**src/rtl/dtw_pkg.sv**
```systemverilog
package dtw_pkg;
  localparam int DW     = 12;  // held/output data width
  localparam int AMP_W  = 4;   // amplitude code width
  localparam int BUS_W  = 32;  // dual write bus width
  localparam int HALF_W = BUS_W / 2;
  localparam int LSH_W  = HALF_W - DW;  // left-aligned offset
  localparam int NARW_W = DW - LSH_W;   // narrow format width

  typedef enum logic [1:0] {
    FMT_R12  = 2'd0,
    FMT_L12  = 2'd1,
    FMT_R8   = 2'd2,
    FMT_NONE = 2'd3
  } wr_fmt_e;

  // Triangle peak for an amplitude code: 2^(n+1)-1, clamped to all ones.
  function automatic logic [DW-1:0] peak_of(input logic [AMP_W-1:0] code);
    logic [DW-1:0] pk;
    if (int'(code) >= DW - 1) pk = '1;
    else                      pk = {DW{1'b1}} >> (DW - 1 - int'(code));
    return pk;
  endfunction
endpackage

```
**src/rtl/dtw_write_unpack.sv**
```systemverilog
module dtw_write_unpack
  import dtw_pkg::*;
(
  input  logic             wr_en,
  input  logic [1:0]       wr_fmt,
  input  logic [BUS_W-1:0] wr_data,
  output logic             ld,
  output logic [DW-1:0]    val_a,
  output logic [DW-1:0]    val_b
);
  always_comb begin
    ld    = 1'b0;
    val_a = '0;
    val_b = '0;
    case (wr_fmt_e'(wr_fmt))
      FMT_R12: begin
        ld    = wr_en;
        val_a = wr_data[DW-1:0];
        val_b = wr_data[HALF_W+DW-1:HALF_W];
      end
      FMT_L12: begin
        ld    = wr_en;
        val_a = wr_data[HALF_W-1:LSH_W];
        val_b = wr_data[BUS_W-1:HALF_W+LSH_W];
      end
      FMT_R8: begin
        ld    = wr_en;
        val_a = {wr_data[NARW_W-1:0], {LSH_W{1'b0}}};
        val_b = {wr_data[2*NARW_W-1:NARW_W], {LSH_W{1'b0}}};
      end
      default: ld = 1'b0;
    endcase
  end
endmodule

```
**src/rtl/dtw_ramp_counter.sv**
```systemverilog
module dtw_ramp_counter
  import dtw_pkg::*;
(
  input  logic             clk,
  input  logic             rst_n,
  input  logic             ramp_on,
  input  logic             step,
  input  logic [AMP_W-1:0] amp,
  output logic [DW-1:0]    ramp
);
  logic [DW-1:0] ramp_q, ramp_d, pk;
  logic          up_q, up_d, ce;

  assign pk = peak_of(amp);
  assign ce = !ramp_on || step;

  always_comb begin
    ramp_d = ramp_q;
    up_d   = up_q;
    if (!ramp_on) begin
      ramp_d = '0;
      up_d   = 1'b1;
    end else if (up_q) begin
      if (ramp_q >= pk) begin
        up_d   = 1'b0;
        ramp_d = ramp_q - 1'b1;
      end else begin
        ramp_d = ramp_q + 1'b1;
      end
    end else if (ramp_q == '0) begin
      up_d   = 1'b1;
      ramp_d = ramp_q + 1'b1;
    end else begin
      ramp_d = ramp_q - 1'b1;
    end
  end

  always_ff @(posedge clk or negedge rst_n) begin
    if (!rst_n) begin
      ramp_q <= '0;
      up_q   <= 1'b1;
    end else if (ce) begin
      ramp_q <= ramp_d;
      up_q   <= up_d;
    end
  end

  assign ramp = ramp_q;
endmodule

```
**src/rtl/dtw_channel.sv**
```systemverilog
module dtw_channel
  import dtw_pkg::*;
#(
  parameter int NUM_TRIG = 8,
  parameter int XFER_DLY = 3,
  localparam int SEL_W   = $clog2(NUM_TRIG),
  localparam int CW      = $clog2(XFER_DLY + 1)
) (
  input  logic                clk,
  input  logic                rst_n,
  input  logic [NUM_TRIG-1:0] trig_vec,
  input  logic                trig_en,
  input  logic [SEL_W-1:0]    trig_sel,
  input  logic [1:0]          wave,
  input  logic [AMP_W-1:0]    amp,
  input  logic                ld,
  input  logic [DW-1:0]       ld_val,
  output logic [DW-1:0]       dout,
  output logic                start,
  output logic                xfer,
  output logic                ramp_on,
  output logic [DW-1:0]       ramp
);
  logic [DW-1:0] held_q, sum_q, sum_d, dout_q, ramp_eff;
  logic [CW-1:0] rem_q, rem_d;
  logic          busy;

  assign ramp_on  = (wave == 2'b10) || (wave == 2'b11);
  assign busy     = (rem_q != '0);
  assign start    = trig_en && trig_vec[trig_sel] && !busy;
  assign xfer     = (rem_q == CW'(1));
  assign ramp_eff = ramp_on ? ramp : '0;
  assign sum_d    = held_q + ramp_eff;

  always_comb begin
    rem_d = rem_q;
    if (start)     rem_d = CW'(XFER_DLY);
    else if (busy) rem_d = rem_q - 1'b1;
  end

  always_ff @(posedge clk or negedge rst_n) begin
    if (!rst_n) begin
      held_q <= '0;
      sum_q  <= '0;
      dout_q <= '0;
      rem_q  <= '0;
    end else begin
      rem_q <= rem_d;
      if (ld)    held_q <= ld_val;
      if (start) sum_q  <= sum_d;
      if (xfer)  dout_q <= sum_q;
    end
  end

  dtw_ramp_counter u_ramp (
    .clk     (clk),
    .rst_n   (rst_n),
    .ramp_on (ramp_on),
    .step    (xfer),
    .amp     (amp),
    .ramp    (ramp)
  );

  assign dout = dout_q;
endmodule

```
**src/rtl/dual_tri_dac_path.sv**
```systemverilog
module dual_tri_dac_path
  import dtw_pkg::*;
#(
  parameter int NUM_TRIG = 8,
  parameter int XFER_DLY = 3,
  localparam int SEL_W   = $clog2(NUM_TRIG),
  localparam int NCH     = 2
) (
  input  logic                clk,
  input  logic                rst_n,
  input  logic [NUM_TRIG-1:0] trig_src,
  input  logic                c1_trig_en,
  input  logic [SEL_W-1:0]    c1_trig_sel,
  input  logic [1:0]          c1_wave,
  input  logic [AMP_W-1:0]    c1_amp,
  input  logic                c2_trig_en,
  input  logic [SEL_W-1:0]    c2_trig_sel,
  input  logic [1:0]          c2_wave,
  input  logic [AMP_W-1:0]    c2_amp,
  input  logic                dual_wr_en,
  input  logic [1:0]          dual_wr_fmt,
  input  logic [BUS_W-1:0]    dual_wr_data,
  output logic [DW-1:0]       c1_dout,
  output logic [DW-1:0]       c2_dout
);
  logic [1:0] rst_pipe;
  logic       rst_sync_n;

  always_ff @(posedge clk or negedge rst_n) begin
    if (!rst_n) rst_pipe <= 2'b00;
    else        rst_pipe <= {rst_pipe[0], 1'b1};
  end
  assign rst_sync_n = rst_pipe[1];

  logic                      ld;
  logic [NCH-1:0][DW-1:0]    ldv_a, dout_a, ramp_a;
  logic [NCH-1:0]            en_a, start_a, xfer_a, on_a;
  logic [NCH-1:0][SEL_W-1:0] sel_a;
  logic [NCH-1:0][1:0]       wave_a;
  logic [NCH-1:0][AMP_W-1:0] amp_a;

  assign en_a   = {c2_trig_en, c1_trig_en};
  assign sel_a  = {c2_trig_sel, c1_trig_sel};
  assign wave_a = {c2_wave, c1_wave};
  assign amp_a  = {c2_amp, c1_amp};

  dtw_write_unpack u_unpack (
    .wr_en   (dual_wr_en),
    .wr_fmt  (dual_wr_fmt),
    .wr_data (dual_wr_data),
    .ld      (ld),
    .val_a   (ldv_a[0]),
    .val_b   (ldv_a[1])
  );

  for (genvar i = 0; i < NCH; i++) begin : g_ch
    dtw_channel #(
      .NUM_TRIG (NUM_TRIG),
      .XFER_DLY (XFER_DLY)
    ) u_ch (
      .clk      (clk),
      .rst_n    (rst_sync_n),
      .trig_vec (trig_src),
      .trig_en  (en_a[i]),
      .trig_sel (sel_a[i]),
      .wave     (wave_a[i]),
      .amp      (amp_a[i]),
      .ld       (ld),
      .ld_val   (ldv_a[i]),
      .dout     (dout_a[i]),
      .start    (start_a[i]),
      .xfer     (xfer_a[i]),
      .ramp_on  (on_a[i]),
      .ramp     (ramp_a[i])
    );
  end

  assign c1_dout = dout_a[0];
  assign c2_dout = dout_a[1];
endmodule

```
**config.mk**
```make
export PLATFORM = sky130hd
export DESIGN_NAME = dual_tri_dac_path
export DESIGN_NICKNAME = d
export VERILOG_FILES = /design/src/rtl/dtw_pkg.sv /design/src/rtl/dtw_write_unpack.sv /design/src/rtl/dtw_ramp_counter.sv /design/src/rtl/dtw_channel.sv /design/src/rtl/dual_tri_dac_path.sv
export SDC_FILE = /design/constraint.sdc
export NUM_CORES = 1
export LEC_CHECK = 0
export BUFFER_PORTS_ARGS = -buffer_cell sky130_fd_sc_hd__clkbuf_2
export CAP_MARGIN = 15
export CORE_MARGIN = 2
export CORE_UTILIZATION = 47
export CTS_CLUSTER_DIAMETER = 200
export DETAILED_ROUTE_END_ITERATION = 10
export PLACE_DENSITY = 0.66
export SYNTH_ARGS = -nofsm -noshare
export SYNTH_HDL_FRONTEND = slang
export SYNTH_HIERARCHICAL = 1
export SYNTH_SLANG_ARGS = --single-unit
```
**constraint.sdc**
```tcl
create_clock -name clk -period 4.5 [get_ports clk]
set_clock_uncertainty 0.2 [all_clocks]
set_input_delay 0 -clock clk [delete_from_list [all_inputs] [get_ports clk]]
set_output_delay 0 -clock clk [all_outputs]
set_load 0.05 [all_outputs]
```
* Word-level counts from Yosys, hierarchy flattened *
Cells that the tools add are included.

word-level totals
  register bits = 104
  bits of input ports = 65
  logic and storage cells = 90

cells by class
  add/subtract/negate cells = 10
  magnitude comparators = 6
  equal/unequal tests = 8
  shifts and indexed selects = 2
  muxes and demuxes = 31
  reductions and logical operators = 20

operators by type and width
  cell                      number
  $mux W12                  12
  $pmux W12 S3              2
  $shr A12 B32 Y12 const A  2
  $add A12 B1 Y12 const B   2
  $add A12 B12 Y12          2
  $ge A12 B12 Y1            2
  $logic_not A12 Y1         2
  $sub A12 B1 Y12 const B   2
  $mux W1                   11
  $eq A2 B2 Y1 const B      5
  $sub A4 B4 Y5 const A     2
  $ge A4 B4 Y1 const B      2
  $lt A3 B4 Y1 const B      2
  $mux W2                   4
  $reduce_bool A2 Y1        4
  $bmux W1 S3               2
  $eq A2 B1 Y1 const B      3
  $logic_and A1 B1 Y1       4
  $logic_not A1 Y1          4
  $logic_or A1 B1 Y1        4
  $sub A2 B1 Y2 const B     2
  $reduce_or A3 Y1          1
  $logic_not A2 Y1          1

* Longest topological paths before layout *
  word-level depth = 7
  gate-level depth with buffers = 15
  gate-level depth less buffers = 14

* Modules after synthesis *
The synthesis kept the hierarchy.

by module, submodules not included
  module             times used  cells each  area each (um2)  sequential area each (um2)
  dtw_channel        2           159         2099.5           950.9
  dtw_ramp_counter   2           195         1507.7           326.6
  dtw_write_unpack   1           70          525.5            0.0
  dual_tri_dac_path  1           3           53.8             50.0

* Least setup slack after synthesis *
OpenSTA, ideal clock, no wires.

  path kind = in2reg
  start point = input c1_amp[2]
  end point = register g_ch[0].u_ch.u_ramp.ramp_q[3]
  setup time = 0.094 ns
  arrival time = 2.566 ns
  setup slack = 1.640 ns
  stages = 15
  path buffers = 1
  cells stage by stage = inv_1 -> ha_1 -> inv_1 -> nor2_1 -> nor2_1 -> a21oi_1 -> nor2_1 -> ha_1 -> a21oi_1 -> o21ai_0 -> a221oi_1 -> buf_2 -> nor3_1 -> a311o_1 -> a211oi_1

between the ends
  word-level cells in the longest chain between the ends = 7
  elaborated cells between the ends (all ways) = 8
  classes of those cells = 1 x add/sub; 2 x order compare; 1 x shift; 4 x mux

RTL lines
  item                  RTL line                 text
  from (decl)           dual_tri_dac_path.sv:15  input logic [AMP_W-1:0] c1_amp,
  $sub A4 B4 Y5         dtw_pkg.sv:20            else pk = {DW{1'b1}} >> (DW - 1 - int'(code));
  $shr A12 B32 Y12      dtw_pkg.sv:20
  $mux W12 *            dtw_pkg.sv:19            if (int'(code) >= DW - 1) pk = '1;
  $ge A12 B12 Y1 *      dtw_ramp_counter.sv:24   if (ramp_q >= pk) begin
  $mux W12 *            dtw_ramp_counter.sv:24
  $mux W12 *            dtw_ramp_counter.sv:23   end else if (up_q) begin
  $mux W12 *            dtw_ramp_counter.sv:20   if (!ramp_on) begin
  to (signal assigned)  dtw_ramp_counter.sv:43   ramp_q <= ramp_d;
  to (decl)             dtw_ramp_counter.sv:11   logic [DW-1:0] ramp_q, ramp_d, pk;

Every way passes the cells marked *; elsewhere a longest branch is shown, timed or not.
A chain may end at the register's enable or synchronous reset.

* Worst setup path in the final report *
  start point = input c2_amp[2]
  end point = register g_ch[1].u_ch.u_ramp.ramp_q[2]

between the ends
  word-level cells in the longest chain between the ends = 7
  elaborated cells between the ends (all ways) = 8
  classes of those cells = 1 x add/sub; 2 x order compare; 1 x shift; 4 x mux

RTL lines
  item                  RTL line                 text
  from (decl)           dual_tri_dac_path.sv:19  input logic [AMP_W-1:0] c2_amp,
  $sub A4 B4 Y5         dtw_pkg.sv:20
  $shr A12 B32 Y12      dtw_pkg.sv:20
  $mux W12 *            dtw_pkg.sv:19
  $ge A12 B12 Y1 *      dtw_ramp_counter.sv:24
  $mux W12 *            dtw_ramp_counter.sv:24
  $mux W12 *            dtw_ramp_counter.sv:23
  $mux W12 *            dtw_ramp_counter.sv:20
  to (signal assigned)  dtw_ramp_counter.sv:43
  to (decl)             dtw_ramp_counter.sv:11

Marks and branches as above.

==> impl_results.md <==
* Share of layout cells above drive strength 1 at 0.230
* Nets at 1019
* DRC Markers at 0
* # IOs at 89
* WP buf/inv at 2
* Largest net degree at the start of global routing at 76
* GP Congestion at 0.865
* PwrDens at 412 nW/um2
* Clk sink count at 104
* IO buf count at 86
* Tightest Pin Transition at 1.00 ns
* Clk buf depth at 2
* CTS Buf Count at 9
* Final-report max-slew violation count at 0
* Final setup violation count at 0
* RSZ-0062 raised after global routing: no
* CP max stage delay at 0.53 ns
* Crit path DAT at 3.21 ns
* Avg Cell Area, Syn at 10.0 um2
* Status: complete, no violations
* Row count at 47
* Syn Std Cell Area at 7790 um2
* CTS tree: yes
* N_diodes at 0
* Die width at 133 um
* Req. time, crit path at 4.58 ns
* Clock-pin slew on the worst setup and hold paths at 0.07 ns
* Remaining global-route overflow at 0
* Synthesis warning total at 6
* CP top delay family: simple AND/OR/NAND/NOR gates
* CP Cell Sequence: clkbuf_2 -> inv_1 -> ha_1 -> nand2_1 -> a21oi_1 -> nor2_1 -> ha_1 -> nand4_1 -> nor4_1 -> nand2_1 -> a21oi_1 -> mux2i_1 -> mux2i_1
* Post-DP HPWL at 12800 um
* DR vias at 6150
* Crit-path slowest cell: a21oi_1
* Leak Pwr at 4.42 nW
* Htree depth at 3
* Routed WL at 17700 um
* Initial antenna violation count at 0
* Critical Path Source: c2_amp[2]
* Drt pass-1 iters at 5
* HP Start: c1_trig_en
* Vias in the first global route at 6039
* Synth Net Count at 910
* Starting DRT DRC Count at 482
* CP endpoint kind: flip-flop
* Fin Setup TNS at 0 ns
* DR WL/cell at 15.9 um
* Full die area at 17600 um2
* Max Cap Viol at 0
* Area delta synth->final at 16.0%
* Starting Density at 0.475
* Crit Path Class: in -> reg
* Fin. Hold Viols at 0
* Core region area at 16400 um2
* FMAX at 319 MHz
* Antenna Nets Post-Route at 0
* Die H at 133 um
* DR vias/cell at 5.53
* Final min period at 3.13 ns
* CTS root buf: clkbuf_16
* Post-CTS setup repair buffer count at 0
* R2R Path Start: g_ch[1].u_ch/u_ramp/ramp[9]
* First-pass GRT wire length at 29600 um
* Cells after Synth at 779
* Critical Path Fanout Max at 15
* Tot Pwr at 3.72 mW
* Slew margin rel. at 0.333
* Worst-skew pair later-pin latency at 0.35 ns
* Final period utilization at 0.696
* Maximum vdd drop at 0.000260 V
* Gr usage total at 0.204
* Min-delay worst type: in -> reg
* CP Launch Type: primary input
## where the power goes
part	switching [mW]	total (mW)	internal (mW)
logic	0.890	1.58	0.691
registers	0.190	1.39	1.20
clock network	0.367	0.751	0.383
total	1.45	3.72	2.27
## what timing repair did
item,CTS,global route
gates resized for setup,0,0
hold endpoints to repair,39,0
hold buffers,44,0
## cell type report
cell class              count  area (um2)
multi-input cells         617        4880
flip-flops and latches    104        2610
repair buffers            136         916
inverters                  20        75.1
clock inverters             6        52.6
clock buffers               9         225
fillers                  1421        7380
well taps                 220         275
## path summary, 6_finish.rpt
path / endpoint / slack, ns / cells after the start
worst max-delay path: g_ch[1].u_ch/u_ramp/ramp[2] / 1.37 / 13
worst min-delay path: g_ch[0].u_ch/rem_q[1] / 0.03 / 4
worst max register to register: g_ch[1].u_ch/u_ramp/ramp[2] / 1.48 / 7
worst min register to register: rst_pipe[1] / 0.15 / 0
max in group asynchronous: g_ch[1].u_ch/sum_q[3] / 2.86 / 1
min in group asynchronous: g_ch[1].u_ch/u_ramp/ramp[3] / 0.30 / 0
## cells in the final DEF (no fill, tap or decap), types with 8 or more instances in the layout
master and n:
a21oi_1 40, a211oi_1 14, nor2_1 60, xnor2_1 18, nand2b_1 18, nand3b_1 12, dfrtp_1 101, nand2_1 56
a21o_1 12, mux2_2 54, and2_1 28, clkbuf_16 9, clkbuf_2 86, mux2_4 20, o21ai_1 12, dlygate4sd3_1 44
xor2_1 12, nand4_1 14, inv_1 20, nor4_1 10, mux2i_1 44, ha_1 64, o21ai_0 14, nor3_1 12
nand3_1 16, a31oi_1 8
## metal layers
metal | GRT usage | wire (um) | up-vias | share of wire
li1 | - | - | 3050 | -
met1 | 0.283 | 8310 | 2881 | 0.47
met2 | 0.323 | 8050 | 186 | 0.45
met3 | 0.0375 | 888 | 33 | 0.050
met4 | 0.0699 | 452 | 0 | 0.026
met5 | 0 | 0 | - | 0
## registers in the layout, indices dropped and copies added (netlist names)
name                   cells
g_ch.u_ch/held_q          24
g_ch.u_ch/dout            24
g_ch.u_ch/sum_q           24
g_ch.u_ch/u_ramp/ramp     24
g_ch.u_ch/u_ramp/up_q      2
g_ch.u_ch/rem_q            4
rst_pipe                   2
## per-stage QoR
step                cell area (um2)   util  instances  hold WS, ns  setup WS, ns
finish                         9030  0.550       1112       0.0346          1.37
global route                   9030  0.550       1112       0.0430          1.04
CTS                            9030  0.550       1112       0.0190          1.38
detailed placement             8310  0.507       1053       -0.410          1.02
global placement               8310  0.507       1053       -0.412          1.01
floorplan                      7790      -        779       -0.496          1.19
## tightest hold or removal path, stage by stage
cell	delay [ns]
clkbuf_2	0.07
nor2b_2	0.20
nand2b_1	0.18
mux2i_1	0.09
Note: power is estimated with default switching activity, not from simulation.
